File: src/rtl/wire_msg_bridge.sv
module wire_msg_bridge #(
  parameter int NUM_WIRES = 32,
  parameter int ADDR_W    = 16
) (
  input  logic                         clk,
  input  logic                         rst_n,
  input  logic [NUM_WIRES-1:0]         wire_in,
  input  logic                         reg_wr,
  input  logic                         reg_rd,
  input  logic [ADDR_W-1:0]            reg_addr,
  input  logic [31:0]                  reg_wdata,
  output logic [31:0]                  reg_rdata,
  output logic                         msg_valid,
  input  logic                         msg_ready,
  output logic [$clog2(NUM_WIRES)-1:0] msg_id
);
  localparam int IDW        = $clog2(NUM_WIRES);
  localparam int WORDS      = NUM_WIRES / 32;
  localparam int OFS_ID     = 'h0000;
  localparam int OFS_CTRL   = 'h0080;
  localparam int OFS_STAT   = 'h00C0;
  localparam int OFS_RESAMP = 'h00C8;
  localparam int EN_BASE    = 'h2000;
  localparam int MODE_BASE  = 'h4000;

  logic [NUM_WIRES-1:0] sync1_q, sync2_q, sync3_q;
  logic [NUM_WIRES-1:0] en_q, en_n, lvl_q, lvl_n, done_q, pend_q;
  logic [NUM_WIRES-1:0] edge_ev, lvl_ev, rs_oh, grant_oh;
  logic                 gen_q, vld_q, found, load;
  logic [1:0]           busy_q;
  logic [IDW-1:0]       id_q, last_q, pick;
  logic [31:0]          rd_val;
  int                   addr_i, en_w, mode_w;
  logic                 en_hit, mode_hit, en_wr;

  assign addr_i   = int'(reg_addr);
  assign en_w     = (addr_i - EN_BASE) / 4;
  assign mode_w   = (addr_i - MODE_BASE) / 4;
  assign en_hit   = addr_i >= EN_BASE && addr_i < EN_BASE + 4 * WORDS && reg_addr[1:0] == 2'b00;
  assign mode_hit = addr_i >= MODE_BASE && addr_i < MODE_BASE + 4 * WORDS && reg_addr[1:0] == 2'b00;
  assign en_wr    = reg_wr && en_hit;

  always_comb begin
    en_n  = en_q;
    lvl_n = lvl_q;
    for (int k = 0; k < WORDS; k++) begin
      if (en_wr && en_w == k) en_n[k*32 +: 32] = reg_wdata;
      if (reg_wr && mode_hit && mode_w == k) lvl_n[k*32 +: 32] = reg_wdata;
    end
  end

  always_comb begin
    rd_val = '0;
    if (addr_i == OFS_ID)        rd_val[10:0] = 11'(WORDS - 1);
    else if (addr_i == OFS_CTRL) rd_val[0] = gen_q;
    else if (addr_i == OFS_STAT) rd_val[0] = (busy_q == 2'd0);
    else if (en_hit)             rd_val = en_q[en_w*32 +: 32];
    else if (mode_hit)           rd_val = lvl_q[mode_w*32 +: 32];
  end

  assign edge_ev = en_q & ~lvl_q & sync2_q & ~sync3_q;
  assign lvl_ev  = en_q & lvl_q & sync2_q & ~done_q;
  assign rs_oh   = (reg_wr && addr_i == OFS_RESAMP && reg_wdata < 32'(NUM_WIRES))
                 ? ({{(NUM_WIRES-1){1'b0}}, 1'b1} << reg_wdata[IDW-1:0]) & lvl_q : '0;

  always_comb begin
    found = 1'b0;
    pick  = '0;
    for (int i = 0; i < NUM_WIRES; i++) begin
      if (!found && pend_q[(int'(last_q) + 1 + i) % NUM_WIRES]) begin
        found = 1'b1;
        pick  = IDW'((int'(last_q) + 1 + i) % NUM_WIRES);
      end
    end
  end

  assign load     = gen_q && found && (!vld_q || msg_ready);
  assign grant_oh = load ? ({{(NUM_WIRES-1){1'b0}}, 1'b1} << pick) : '0;

  always_ff @(posedge clk or negedge rst_n) begin
    if (!rst_n) begin
      sync1_q   <= '0;
      sync2_q   <= '0;
      sync3_q   <= '0;
      en_q      <= '0;
      lvl_q     <= '0;
      done_q    <= '0;
      pend_q    <= '0;
      gen_q     <= 1'b0;
      busy_q    <= 2'd0;
      vld_q     <= 1'b0;
      id_q      <= '0;
      last_q    <= IDW'(NUM_WIRES - 1);
      reg_rdata <= '0;
    end else begin
      sync1_q <= wire_in;
      sync2_q <= sync1_q;
      sync3_q <= sync2_q;
      en_q    <= en_n;
      lvl_q   <= lvl_n;
      done_q  <= (done_q | lvl_ev) & sync2_q & ~rs_oh;
      pend_q  <= ((pend_q & ~grant_oh) | edge_ev | lvl_ev) & en_q;
      if (reg_wr && addr_i == OFS_CTRL) gen_q <= reg_wdata[0];
      busy_q  <= en_wr ? 2'd2 : busy_q - {1'b0, busy_q != 2'd0};
      if (reg_rd) reg_rdata <= rd_val;
      if (vld_q && msg_ready) vld_q <= 1'b0;
      if (load) begin
        vld_q  <= 1'b1;
        id_q   <= pick;
        last_q <= pick;
      end
    end
  end

  assign msg_valid = vld_q;
  assign msg_id    = id_q;

  a_r11_hold: assert property (@(posedge clk) disable iff (!rst_n)
    vld_q && !msg_ready |=> vld_q && $stable(id_q));

  a_r3_idle_low: assert property (@(posedge clk) disable iff (!rst_n)
    en_wr |=> (busy_q != 2'd0) ##1 (busy_q != 2'd0));

  a_r2_no_launch: assert property (@(posedge clk) disable iff (!rst_n)
    !gen_q && !vld_q |=> !vld_q);

  a_r4_discard: assert property (@(posedge clk) disable iff (!rst_n)
    busy_q == 2'd0 && !en_wr |-> (pend_q & ~en_q) == '0);
endmodule

File: config.mk
export PLATFORM = sky130hd
export DESIGN_NAME = wire_msg_bridge
export DESIGN_NICKNAME = d
export VERILOG_FILES = /design/src/rtl/wire_msg_bridge.sv
export SDC_FILE = /design/constraint.sdc
export NUM_CORES = 1
export LEC_CHECK = 0
export BUFFER_PORTS_ARGS = -buffer_cell sky130_fd_sc_hd__buf_4
export CAP_MARGIN = 40
export CELL_PAD_IN_SITES_DETAIL_PLACEMENT = 0
export CELL_PAD_IN_SITES_GLOBAL_PLACEMENT = 2
export CORE_MARGIN = 10
export CORE_UTILIZATION = 40
export DETAILED_ROUTE_END_ITERATION = 8
export PLACE_DENSITY = 0.89
export RECOVER_POWER = 25
export SYNTH_ARGS = -nofsm -noshare
export SYNTH_HDL_FRONTEND = slang
export SYNTH_SLANG_ARGS = --single-unit
File: constraint.sdc
create_clock -name clk -period 7.6 [get_ports clk]
set_input_delay 0.76 -clock clk [delete_from_list [all_inputs] [get_ports clk]]
set_output_delay 0.76 -clock clk [all_outputs]
set_load 0.05 [all_outputs]
==> reports/qor.csv <==
stage,metric,value,unit
run_status,status,"complete, but fails checks",
run_status,violations,"max-capacitance violations, max-slew violations",
clock_network,cts-resized-gates,0,
clock_network,cts.path.max_buffers,3,
detailed_routing,firstDrtPassIters,6,
timing,fin_skew,18.6,ps
cells_and_area,n_antenna_cell,0,
cells_and_area,seqCellArea,6760,sq um
clock_network,cts_tree,done,
yosys,synth.top_cell.area_share,0.381,
critical_path,path_class,register to register,
critical_path,cp_num_buf_inv,1,
detailed_routing,postRouteAntennaNets,0,
critical_path,r2r_setup_slack,600,ps
clock_network,post_cts_buffers,0,
clock_network,clk_pin_slew,70,ps
global_route,grt_pass1_wl,102,mm
global_route,grt_use_total,0.253,
yosys,synth_seq_cells,270,
min_path,min_path_type,input pin to register,
floorplan,dieArea,52200,sq um
detailed_routing,vias,15800,
cells_and_area,layout-drive-gt1-share,0.224,
critical_path,cp.required,7980,ps
yosys,yosysWarnings,0,
yosys,avgSynthCellArea,9.71,sq um
timing,worst_pin_slew,6290,ps
yosys,synth_seq_area_share,0.389,
detailed_routing,drc,0,
timing,slew_violations,116,
floorplan,die_w,228,um
timing,slew_headroom,-3.19,
yosys,synth_flop_cell,dfrtp_1,
global_route,antenna_found_initial,0,
yosys,synth_fp_nets,1898,
clock_network,cts_htree_levels,1,
placement,dp_slack,685,ps
timing,worst_slack,598,ps
cells_and_area,nFillCells,4161,
floorplan,row_count,76,
yosys,yosysTopAreaCell,dfrtp_1,
floorplan,die_h,228,um
floorplan,coreArea,43000,sq um
timing,rsz0062_at_grt,false,
detailed_routing,drtIter0Drc,1648,
yosys,synth_edf_count,0,
detailed_routing,drt_wl_total,68.3,mm
yosys,syn-cell-area,17400,sq um
yosys,async_flop_share,1.00,
detailed_routing,wl_per_cell,27.2,um
pwr,power.density,147,nW/um^2
pwr,vdd_ir_drop_max,0.000184,V
yosys,synthCells,1791,
timing,fin_crit_sh,0.921,
cells_and_area,multi_input_comb_area,9870,sq um
floorplan,io_pins,123,
clock_network,holdBufCountCts,0,
yosys,yosysMostFrequentCell,dfrtp_1,
yosys,synthTopCellsByArea,"dfrtp_1 (38%), mux4_2 (6.9%), mux2_2 (5.4%), a21oi_1 (2.9%), nand2_1 (2.9%)",
timing,report.final.setup_viol,0,
timing,hold_viol,0,
floorplan,start_util,0.404,
global_route,overflow,0,
critical_path,critPathTopFamily,simple AND/OR/NAND/NOR gates,
yosys,yosysUniqueCellTypes,102,
timing,fin_crit,7000,ps
critical_path,crit_chain,nand3_1 -> xnor2_2 -> inv_2 -> ha_1 -> and4b_1 -> a211oi_1 -> xnor2_1 -> mux2i_1 -> o221ai_2 -> and4bb_1 -> nand4_2 -> or3_1 -> or4_1 -> o311ai_1 -> o21ai_1 -> o21ai_2 -> a31oi_4 -> nor3b_2 -> a21oi_1,
timing,fmax,143,MHz
yosys,synth_common_cells,"dfrtp_1 (265), nand2_1 (133), a21oi_1 (102)",
global_route,grt_pass1_vias,15500,
clock_network,insertion_delay,540,ps
clock_network,cts_root_buf,clkbuf_16,
placement,io_buffers,122,
critical_path,end_kind,register,
timing,setup_tns,0,ps
cells_and_area,nets,2016,
cells_and_area,final_core_util,0.465,
critical_path,worst_path_max_delay_cell,nor3b_2,
placement,place_congestion,1.04,
global_route,grt_max_degree,157,
critical_path,cp-start-kind,register,
critical_path,critPathArrivalTime,7380,ps
pwr,leakage,8.69,nW
clock_network,numCtsBuffers,26,
clock_network,numClockSinks,270,
critical_path,cp_max_fo,13,
flow_run,maxCapViolCount,1,
detailed_routing,viasPerCell,6.29,
placement,dpl.hpwl,52.7,mm
cells_and_area,areaGrowthSynthToFinish,15.0,%
critical_path,max_stage_delay,620,ps
[layer usage]
| layer | vias up | share of wire | wire, um | GRT usage |
|---|---|---|---|---|
| met3 | 170 | 0.057 | 3860 | 0.0274 |
| li1 | 7063 | - | - | - |
| met1 | 7919 | 0.41 | 27700 | 0.317 |
| met5 | - | 0 | 0 | 0 |
| met4 | 0 | 0.055 | 3760 | 0.127 |
| met2 | 651 | 0.48 | 32900 | 0.425 |
[flip-flops by register name, indices dropped and copies added, names as in the netlist, 32 cells and up]
register / cells
sync2_q: 32
en_q: 32
pend_q: 32
sync1_q: 32
sync3_q: 32
lvl_q: 32
reg_rdata: 32
done_q: 32
[kinds of logic (layout without fill, tap and decap cells)]
logic type / after synthesis / after routing / share of synthesized area
simple gates: 559 / 559 / 0.168
compound gates: 543 / 543 / 0.213
flops: 270 / 270 / 0.389
buf+inv: 183 / 321 / 0.0452
mux: 180 / 180 / 0.149
xor+xnor: 34 / 34 / 0.0188
fa+ha+maj: 22 / 22 / 0.0158
[layout by cell type (no fill, tap or decap), drive strengths merged, types with 15 or more instances in the layout]
cell,count
inv,90
mux2i,42
a311oi,34
o21ai,107
and3,46
a21oi,111
clkbuf,69
nor3,46
nor2b,38
dfrtp,265
buf,149
xnor2,22
nand3,57
a211oi,53
nand4,20
nand2,134
o22ai,42
and2,26
ha,22
nor2,95
a21o,15
mux4,53
a31oi,48
nor4,35
mux2,85
[power by group]
| group | leakage (nW) | switching, W | internal, W |
|---|---|---|---|
| logic | 4.72 | 0.0000975 | 0.0000534 |
| clock network | 0.441 | 0.000559 | 0.000753 |
| registers | 3.53 | 0.0000123 | 0.00146 |
| total | 8.69 | 0.000669 | 0.00227 |
[final timing paths]
path                              from     endpoint  cells past startpoint
setup / recovery             last_q[1]    pend_q[7]                     19
setup reg to reg             last_q[1]    pend_q[7]                     19
min in group asynchronous        rst_n   sync1_q[6]                      1
max in group asynchronous        rst_n   done_q[24]                      1
hold reg to reg             sync1_q[8]   sync2_q[8]                      0
hold / removal             wire_in[21]  sync1_q[21]                      1
[cell type report]
cell class                 instances  area share
clock buffer                      36      0.0390
clock inverter                    12     0.00488
inverter                          91      0.0171
multi-input combinational       1338       0.494
sequential                       270       0.338
tap                              585      0.0366
timing repair buffer             182      0.0704
[worst reg2reg max path, cell delays in order, from the launching register on]
cell and delay [ps]:
dfstp_2 610, nand3_1 190, xnor2_2 600, inv_2 290, ha_1 370, and4b_1 270, a211oi_1 60, xnor2_1 590
mux2i_1 410, o221ai_2 170, and4bb_1 490, nand4_2 270, or3_1 460, or4_1 580, o311ai_1 330, o21ai_1 110
o21ai_2 110, a31oi_4 170, nor3b_2 620, a21oi_1 130
[metrics by stage]
| step | area (sq um) | instances | power [W] | hold slack (ps) |
|---|---|---|---|---|
| 2_1_floorplan | 17400 | 1791 | 0.00155 | 331 |
| 3_3_place_gp | 19100 | 2463 | 0.00165 | 333 |
| 3_5_place_dp | 19100 | 2466 | 0.00166 | 335 |
| 4_1_cts | 20000 | 2514 | 0.00297 | 306 |
| 5_1_grt | 20000 | 2514 | 0.00304 | 330 |
| 6_report | 20000 | 2514 | 0.00294 | 343 |
(Power assumes the default switching activity.)
